===== src/rtl/rob_pkg.sv =====
package rob_pkg;
  typedef struct packed {
    logic fin;
    logic exc;
  } rob_ent_t;
endpackage


===== src/rtl/rob_alloc.sv =====
module rob_alloc #(
  parameter int DEPTH  = 16,
  parameter int DISP_W = 4,
  localparam int TAG_W = $clog2(DEPTH),
  localparam int PTR_W = TAG_W + 1,
  localparam int CNT_W = $clog2(DISP_W + 1)
) (
  input  logic [PTR_W-1:0]        head_i,
  input  logic [PTR_W-1:0]        tail_i,
  input  logic [CNT_W-1:0]        alloc_num_i,
  input  logic                    block_i,
  output logic                    alloc_ok_o,
  output logic [DISP_W-1:0]       alloc_en_o,
  output logic [DISP_W*TAG_W-1:0] alloc_tag_o
);
  logic [PTR_W-1:0] used, free;

  assign used       = tail_i - head_i;
  assign free       = PTR_W'(DEPTH) - used;
  assign alloc_ok_o = !block_i && (PTR_W'(alloc_num_i) <= free);

  for (genvar i = 0; i < DISP_W; i++) begin : g_tag
    assign alloc_tag_o[i*TAG_W +: TAG_W] = TAG_W'(tail_i + PTR_W'(i));
    assign alloc_en_o[i] = alloc_ok_o && (CNT_W'(i) < alloc_num_i);
  end
endmodule


===== src/rtl/rob_entries.sv =====
module rob_entries
  import rob_pkg::*;
#(
  parameter int DEPTH  = 16,
  parameter int DISP_W = 4,
  parameter int FIN_W  = 3,
  localparam int TAG_W = $clog2(DEPTH)
) (
  input  logic                    clk_i,
  input  logic                    rst_ni,
  input  logic [DISP_W-1:0]       alloc_en_i,
  input  logic [DISP_W*TAG_W-1:0] alloc_tag_i,
  input  logic [FIN_W-1:0]        fin_vld_i,
  input  logic [FIN_W*TAG_W-1:0]  fin_tag_i,
  input  logic [FIN_W-1:0]        fin_exc_i,
  output logic [DEPTH-1:0]        fin_o,
  output logic [DEPTH-1:0]        exc_o
);
  rob_ent_t ent_q [DEPTH];

  // allocated and finishing slots never coincide
  always_ff @(posedge clk_i or negedge rst_ni) begin
    if (!rst_ni) begin
      for (int k = 0; k < DEPTH; k++) ent_q[k] <= '0;
    end else begin
      for (int i = 0; i < DISP_W; i++)
        if (alloc_en_i[i]) ent_q[alloc_tag_i[i*TAG_W +: TAG_W]] <= '0;
      for (int j = 0; j < FIN_W; j++)
        if (fin_vld_i[j])
          ent_q[fin_tag_i[j*TAG_W +: TAG_W]] <= '{fin: 1'b1, exc: fin_exc_i[j]};
    end
  end

  for (genvar k = 0; k < DEPTH; k++) begin : g_out
    assign fin_o[k] = ent_q[k].fin;
    assign exc_o[k] = ent_q[k].exc;
  end
endmodule


===== src/rtl/rob_retire.sv =====
module rob_retire #(
  parameter int DEPTH = 16,
  parameter int RET_W = 4,
  localparam int TAG_W  = $clog2(DEPTH),
  localparam int PTR_W  = TAG_W + 1,
  localparam int RCNT_W = $clog2(RET_W + 1)
) (
  input  logic [PTR_W-1:0]       head_i,
  input  logic [PTR_W-1:0]       count_i,
  input  logic [DEPTH-1:0]       fin_i,
  input  logic [DEPTH-1:0]       exc_i,
  output logic [RET_W-1:0]       ret_vld_o,
  output logic [RET_W*TAG_W-1:0] ret_tag_o,
  output logic [RCNT_W-1:0]      ret_cnt_o,
  output logic                   exc_vld_o,
  output logic [TAG_W-1:0]       exc_tag_o
);
  logic [TAG_W-1:0] slot [RET_W];

  for (genvar i = 0; i < RET_W; i++) begin : g_slot
    assign slot[i] = TAG_W'(head_i + PTR_W'(i));
    assign ret_tag_o[i*TAG_W +: TAG_W] = slot[i];
  end

  always_comb begin
    logic run;
    run       = 1'b1;
    ret_vld_o = '0;
    ret_cnt_o = '0;
    exc_vld_o = 1'b0;
    exc_tag_o = '0;
    for (int i = 0; i < RET_W; i++) begin
      if (run && (PTR_W'(i) < count_i) && fin_i[slot[i]]) begin
        if (exc_i[slot[i]]) begin
          exc_vld_o = 1'b1;
          exc_tag_o = slot[i];
          run       = 1'b0;
        end else begin
          ret_vld_o[i] = 1'b1;
          ret_cnt_o    = ret_cnt_o + RCNT_W'(1);
        end
      end else begin
        run = 1'b0;
      end
    end
  end
endmodule


===== src/rtl/rob_top.sv =====
module rob_top #(
  parameter int DEPTH  = 16,
  parameter int DISP_W = 4,
  parameter int RET_W  = 4,
  parameter int FIN_W  = 3,
  localparam int TAG_W  = $clog2(DEPTH),
  localparam int PTR_W  = TAG_W + 1,
  localparam int CNT_W  = $clog2(DISP_W + 1),
  localparam int RCNT_W = $clog2(RET_W + 1)
) (
  input  logic                    clk_i,
  input  logic                    rst_ni,
  input  logic [CNT_W-1:0]        alloc_num_i,
  output logic                    alloc_ok_o,
  output logic [DISP_W*TAG_W-1:0] alloc_tag_o,
  input  logic [FIN_W-1:0]        fin_vld_i,
  input  logic [FIN_W*TAG_W-1:0]  fin_tag_i,
  input  logic [FIN_W-1:0]        fin_exc_i,
  input  logic                    flush_vld_i,
  input  logic [TAG_W-1:0]        flush_tag_i,
  output logic [RET_W-1:0]        ret_vld_o,
  output logic [RET_W*TAG_W-1:0]  ret_tag_o,
  output logic                    exc_vld_o,
  output logic [TAG_W-1:0]        exc_tag_o
);
  logic [PTR_W-1:0]  head_q, tail_q, head_d, tail_d, count;
  logic [DISP_W-1:0] alloc_en;
  logic [DEPTH-1:0]  fin_st, exc_st;
  logic [RCNT_W-1:0] ret_cnt;
  logic [TAG_W-1:0]  br_off;

  assign count  = tail_q - head_q;
  assign br_off = flush_tag_i - head_q[TAG_W-1:0];

  rob_alloc #(.DEPTH(DEPTH), .DISP_W(DISP_W)) alloc_i (
    .head_i      (head_q),
    .tail_i      (tail_q),
    .alloc_num_i (alloc_num_i),
    .block_i     (flush_vld_i || exc_vld_o),
    .alloc_ok_o  (alloc_ok_o),
    .alloc_en_o  (alloc_en),
    .alloc_tag_o (alloc_tag_o)
  );

  rob_entries #(.DEPTH(DEPTH), .DISP_W(DISP_W), .FIN_W(FIN_W)) ent_i (
    .clk_i       (clk_i),
    .rst_ni      (rst_ni),
    .alloc_en_i  (alloc_en),
    .alloc_tag_i (alloc_tag_o),
    .fin_vld_i   (fin_vld_i),
    .fin_tag_i   (fin_tag_i),
    .fin_exc_i   (fin_exc_i),
    .fin_o       (fin_st),
    .exc_o       (exc_st)
  );

  rob_retire #(.DEPTH(DEPTH), .RET_W(RET_W)) ret_i (
    .head_i    (head_q),
    .count_i   (count),
    .fin_i     (fin_st),
    .exc_i     (exc_st),
    .ret_vld_o (ret_vld_o),
    .ret_tag_o (ret_tag_o),
    .ret_cnt_o (ret_cnt),
    .exc_vld_o (exc_vld_o),
    .exc_tag_o (exc_tag_o)
  );

  // exception empties everything and outranks a mispredict
  always_comb begin
    head_d = head_q + PTR_W'(ret_cnt);
    if (exc_vld_o)        tail_d = head_d;
    else if (flush_vld_i) tail_d = head_q + PTR_W'(br_off) + PTR_W'(1);
    else if (alloc_ok_o)  tail_d = tail_q + PTR_W'(alloc_num_i);
    else                  tail_d = tail_q;
  end

  always_ff @(posedge clk_i or negedge rst_ni) begin
    if (!rst_ni) begin
      head_q <= '0;
      tail_q <= '0;
    end else begin
      head_q <= head_d;
      tail_q <= tail_d;
    end
  end
endmodule


===== config.mk =====
export PLATFORM = sky130hd
export DESIGN_NAME = rob_top
export DESIGN_NICKNAME = d
export VERILOG_FILES = /design/src/rtl/rob_pkg.sv /design/src/rtl/rob_alloc.sv /design/src/rtl/rob_entries.sv /design/src/rtl/rob_retire.sv /design/src/rtl/rob_top.sv
export SDC_FILE = /design/constraint.sdc
export NUM_CORES = 1
export LEC_CHECK = 0
export BUFFER_PORTS_ARGS = -buffer_cell sky130_fd_sc_hd__buf_2
export CAP_MARGIN = 25
export CORE_UTILIZATION = 40
export CTS_CLUSTER_SIZE = 16
export DETAILED_ROUTE_END_ITERATION = 12
export HOLD_SLACK_MARGIN = 0.06
export PLACE_DENSITY_LB_ADDON = 0.15
export REMOVE_ABC_BUFFERS = 1
export SLEW_MARGIN = 15
export SYNTH_ARGS = -nofsm -noshare
export SYNTH_HDL_FRONTEND = slang
export SYNTH_HIERARCHICAL = 1
export SYNTH_SLANG_ARGS = --single-unit

===== constraint.sdc =====
create_clock -name clk_i -period 5.9 [get_ports clk_i]
set_clock_uncertainty 0.05 [all_clocks]
set_input_delay 0.295 -clock clk_i [delete_from_list [all_inputs] [get_ports clk_i]]
set_output_delay 0.295 -clock clk_i [all_outputs]
set_load 0.01 [all_outputs]

==> results of run 1 <==
==> routing by layer <==
layer	vias to the layer above	GRT usage	share of wire
met3	50	0.02976	0.066
met1	2867	0.3505	0.41
met2	305	0.4769	0.48
met5	-	0	0
li1	2726	-	-
met4	0	0.1183	0.037
==> synthesized netlist by cell type (all sizes together) (5+ instances only) <==
| cell type | count | area, µm² |
|---|---|---|
| o22ai | 49 | 312.8 |
| dfrtp | 42 | 1051 |
| o21ai | 42 | 214.0 |
| inv | 40 | 150.1 |
| ha | 37 | 462.9 |
| nand2 | 37 | 138.9 |
| nor2 | 34 | 127.6 |
| buf | 24 | 192.7 |
| mux4 | 23 | 518.0 |
| a21oi | 21 | 105.1 |
| a211oi | 19 | 142.6 |
| a221o | 19 | 191.4 |
| xnor2 | 19 | 166.4 |
| clkbuf | 18 | 88.83 |
| mux2i | 18 | 180.2 |
| nand3 | 18 | 90.09 |
| nand2b | 17 | 106.4 |
| nor2b | 17 | 113.9 |
| mux2 | 16 | 180.2 |
| nand3b | 13 | 97.59 |
| a221oi | 11 | 108.9 |
| xor2 | 10 | 113.9 |
| and3b | 9 | 81.33 |
| o31ai | 9 | 67.56 |
| a21o | 8 | 60.06 |
| o41ai | 8 | 70.07 |
| or3b | 8 | 75.07 |
| fa | 6 | 120.1 |
| nor3 | 6 | 30.03 |
| a211o | 5 | 43.79 |
| a22oi | 5 | 37.54 |
| o2bb2ai | 5 | 43.79 |
| or2 | 5 | 31.28 |
==> final timing paths <==
check,from,end,cells past startpoint
max in group asynchronous,rst_ni,ent_i/fin_o[2]$_DFF_PN0_,3
min in group asynchronous,rst_ni,head_q[3]$_DFF_PN0_,2
setup reg to reg,head_q[0]$_DFF_PN0_,tail_q[4]$_DFFE_PN0P_,24
hold reg to reg,ent_i/fin_o[3]$_DFF_PN0_,ent_i/fin_o[3]$_DFF_PN0_,1
setup / recovery,head_q[0]$_DFF_PN0_,tail_q[4]$_DFFE_PN0P_,24
hold / removal,flush_vld_i,tail_q[0]$_DFFE_PN0P_,3
==> flip-flops by register name, indices dropped and copies added, names as in the netlist <==
register,count
tail_q,5
ent_i/fin_o,16
ent_i/exc_o,16
head_q,5
==> worst min-delay path: stages <==
cell     delay [ps]
buf_2           150
a21oi_1         130
o21ai_0          80
==> logic make-up after synthesis <==
group / Yosys count / synth area share
AO/OA/AOI/OAI: 231 / 0.2812
XOR/XNOR: 29 / 0.04700
adder cells (fa/ha/maj): 43 / 0.09778
buffers and inverters: 82 / 0.07238
flip-flops: 42 / 0.1762
multiplexers: 57 / 0.1473
AND/OR/NAND/NOR: 185 / 0.1781
==> metrics by stage <==
| stage | std cells | setup slack (ps) | setup TNS, ps | util | area (µm²) |
|---|---|---|---|---|---|
| after global placement | 893 | 545.5 | 0 | 0.4373 | 6356 |
| final | 905 | 464.8 | 0 | 0.4522 | 6573 |
| after global routing | 905 | 7.653 | 0 | 0.4522 | 6573 |
| after detailed placement | 894 | 303.8 | 0 | 0.4387 | 6376 |
| after CTS | 903 | 294.2 | 0 | 0.4513 | 6559 |
| after floorplan | 627 | -383.8 | -1443 | - | 5682 |
==> cell type report <==
| class | count | area, µm² | share of cell area |
|---|---|---|---|
| clock buffers | 7 | 142.6 | 0.02170 |
| inverters | 40 | 150.1 | 0.02284 |
| flip-flops and latches | 42 | 1054 | 0.1603 |
| well taps | 184 | 230.2 | 0.03503 |
| clock inverters | 1 | 30.03 | 0.004569 |
| repair buffers | 86 | 485.5 | 0.07386 |
| multi-input cells | 545 | 4481 | 0.6817 |
==> timing repair <==
action | 4_1_cts | 5_1_grt
endpoints found under the setup margin | 0 | 1
hold buffers | 1 | 0
setup buffers | 0 | 1
hold endpoints to repair | 14 | 0
resized for setup | 0 | 1
==> results.yml, run 1 <==
run_status:
  run_status: "completed"
timing:
  hold_viol: 0
  setup_viol: 0
  rsz0062_at_grt: "no"
  slew_headroom: 0.4192
  fmax_mhz: 184.0
  whs_ps: 351.6
  fin_crit_sh: 0.9212
  tightest_slew_ps: 869.4
  layout_min_cycle_time_ps: 5435
  slew_violations: 0
critical_path:
  max_stage_delay_ps: 510
  start_kind: "flip-flop"
  arrival_ps: 5560
  r2r_setup_slack_ps: 460
  path_cells: "ha_1 -> fa_1 -> inv_1 -> a21o_1 -> a21oi_1 -> xnor2_1 -> nor4_1 -> nor2b_1 -> nor4bb_1 -> o211ai_1 -> nor2_1 -> ha_1 -> nor3_1 -> nor3_1 -> ha_1 -> inv_1 -> or4_1 -> a21oi_1 -> ha_1 -> nor2b_4 -> o21ai_2 -> xnor2_1 -> a222oi_1 -> nor3_1"
  worst-path-max-fanout: 5
  slowest_stage: "or4_1"
  required_ps: 6030
  critical_path.top_delay_family: "simple AND/OR/NAND/NOR gates"
  critPathBufInv: 2
  crit_path_end_kind: "flip-flop"
  cpMostUsedCell: "ha_1"
  path_class: "flip-flop to flip-flop"
placed_design:
  port_buffers: 69
  place_congestion: 0.8948
  dp_hpwl_um: 16590
floorplan:
  initial_core_util: 0.4103
  rows: 44
  die_width_um: 124.1
  pin_count: 70
  die_height_um: 124.1
  dieArea_um2: 15400
  fp.coreArea_um2: 14530
logic_synthesis:
  ys_types: 82
  yosysSeqAreaShare: 0.1762
  synthArstFlopShare: 1.000
  synth_flop_cell: "dfrtp_1"
  syn_area_um2: 5963
  synth_seq_cells: 42
  synth_edf_count: 0
  syn_inst: 669
  yosys_warnings: 6
  avgSynthCellArea_um2: 8.914
finish:
  layout-drive-gt1-share: 0.2178
  fillers: 1444
  final_cell_mix: "buf_2 (69), o22ai_1 (48), o21ai_0 (40), dfrtp_1 (40)"
  diodes: 0
  layout_commonest_cell: "buf_2"
  final_nets: 791
  area_growth_pct: 10.22
cts:
  h-tree-depth: 2
  cts_sinks: 42
  clock_path_buffers: 2
  clk_latency_ps: 300
  clkSlewWorstSetupHoldPaths_ps: 60
  cts_tree: "yes"
  root_buffer: "clkbuf_16"
  cts_made_buffers: 5
global_route:
  grt-ovfl-total: 0
  grt_pass1_vias: 5559
  grt_first_pass_wirelength_um: 31550
  grt_max_degree: 34
  antenna_found_initial: 0
  track_usage: 0.2774
detailed_routing:
  drc_errors: 0
  wl_um: 20990
  drt_iter0_drc: 681
  vias: 5948
  wire_per_inst_um: 23.19
  drt-pass1-iter-count: 5
  vias_per_cell: 6.572
  ant_nets: 0
run:
  cap_violations: 0
worst_hold_path:
  hold_path.class: "input pin to flip-flop"
Power of run 1 is not shown: default switching activity piles up to over one toggle a cycle in this logic, so the estimate is an artifact.
==> inputs of run 2 (changes only) <==
Settings changed: CORE_UTILIZATION 40 to 30.
==> results.yml, run 2 (synthesis gave the netlist of run 1 again) <==
floorplan:
  rows: 51
  pin_count: 70
  initial_core_util: 0.3064
  fp.coreArea_um2: 19460
  die_width_um: 143.0
  dieArea_um2: 20440
  die_height_um: 143.0
global_route:
  grt_first_pass_wirelength_um: 32970
  grt_pass1_vias: 5490
  grt-ovfl-total: 0
  grt_max_degree: 45
  antenna_found_initial: 0
  track_usage: 0.2141
critical_path:
  worst-path-max-fanout: 12
  critPathBufInv: 3
  start_kind: "flip-flop"
  path_cells: "buf_4 -> inv_2 -> ha_1 -> mux4_2 -> mux2i_1 -> a21oi_1 -> a211oi_1 -> nor2_1 -> ha_1 -> nor3_1 -> nor3_1 -> ha_1 -> inv_1 -> or4_1 -> a21oi_1 -> ha_1 -> nor2b_4 -> o21ai_2 -> xnor2_1 -> a222oi_1 -> nor3_1"
  path_class: "flip-flop to flip-flop"
  required_ps: 6020
  max_stage_delay_ps: 630
  arrival_ps: 5640
  crit_path_end_kind: "flip-flop"
  critical_path.top_delay_family: "adder cells"
  slowest_stage: "ha_1"
  cpMostUsedCell: "ha_1"
finish:
  finalNonFillerCells: 986
  fillers: 2000
  final_cell_mix: "buf_2 (70), o22ai_1 (48), o21ai_0 (40), dfrtp_1 (40)"
  layout-drive-gt1-share: 0.2219
  area_growth_pct: 11.75
  layout_commonest_cell: "buf_2"
  final_nets: 791
  diodes: 0
timing:
  tns_ps: 0
  slew_violations: 0
  slew_headroom: 0.4384
  worst_slack_ps: 383.3
  fmax_mhz: 181.3
  whs_ps: 352.6
  fin_crit_sh: 0.9350
  layout_min_cycle_time_ps: 5517
  hold_viol: 0
  tightest_slew_ps: 840.7
  setup_viol: 0
cts:
  cts_sinks: 42
  h-tree-depth: 2
  root_buffer: "clkbuf_16"
  clk_latency_ps: 300
  clock_path_buffers: 2
  cts_made_buffers: 5
  cts_tree: "yes"
  clkSlewWorstSetupHoldPaths_ps: 70
detailed_routing:
  drt-pass1-iter-count: 5
  wl_um: 21600
  vias_per_cell: 6.019
  vias: 5935
  drt_iter0_drc: 575
  drc_errors: 0
  wire_per_inst_um: 21.90
  ant_nets: 0
placed_design:
  place_congestion: 0.9076
  place_ws_ps: 182.0
  dpl.cell_count: 975
  dp_hpwl_um: 16980
  port_buffers: 69
run:
  cap_violations: 0
run_status:
  run_status: "completed"
worst_hold_path:
  hold_path.class: "input pin to asynchronous set/reset pin"
run 2: cell types whose count changed in the layout (fill, tap and decap cells not counted), sizes merged:
cell	before	now
inv	40	41
clkinvlp	0	1
buf	84	85
bufinv	1	0
clkinv	0	1
clkbuf	8	5
run 2: layout make-up:
class / count / area, µm² / share of cell area
clock buffer: 5 / 125.1 / 0.01878
clock inverter: 3 / 25.02 / 0.003755
inverter: 40 / 150.1 / 0.02253
multi-input combinational: 545 / 4493 / 0.6742
sequential: 42 / 1054 / 0.1581
tap: 265 / 331.6 / 0.04976
timing repair buffer: 86 / 485.5 / 0.07285
run 2: final timing paths:
path | depth (start not counted) | slack, ps | startpoint | end
setup / recovery | 21 | 380 | head_q[1]$_DFF_PN0_ | tail_q[4]$_DFFE_PN0P_
hold / removal | 2 | 350 | rst_ni | head_q[4]$_DFF_PN0_
setup reg to reg | 21 | 380 | head_q[1]$_DFF_PN0_ | tail_q[4]$_DFFE_PN0P_
hold reg to reg | 1 | 500 | ent_i/fin_o[15]$_DFF_PN0_ | ent_i/fin_o[15]$_DFF_PN0_
max in group asynchronous | 3 | 4970 | rst_ni | ent_i/exc_o[7]$_DFF_PN0_
min in group clk_i | 4 | 360 | flush_vld_i | tail_q[2]$_DFFE_PN0P_
run 2: layer usage:
metal  wire length, µm  global-route usage  share of wire  vias up
met5                 0                   0              0        -
met4               651             0.07697          0.030        0
met3              1517             0.04058          0.070       39
met2              9778              0.3392           0.45      297
met1              9651              0.2885           0.45     2871
li1                  -                   -              -     2728
run 2: through the flow:
| step | cell area, µm² | utilization |
|---|---|---|
| after floorplan | 5682 | - |
| after global placement | 6457 | 0.3318 |
| after detailed placement | 6462 | 0.3320 |
| after CTS | 6613 | 0.3398 |
| after global routing | 6664 | 0.3424 |
| final | 6664 | 0.3424 |
run 2: repair_timing:
action	4_1_cts	5_1_grt
hold buffers	0	1
resized for setup	0	3
buffers inserted	0	1
hold endpoints to repair	0	8
setup endpoints to repair	0	2
Power of run 2 is left out for the same reason.
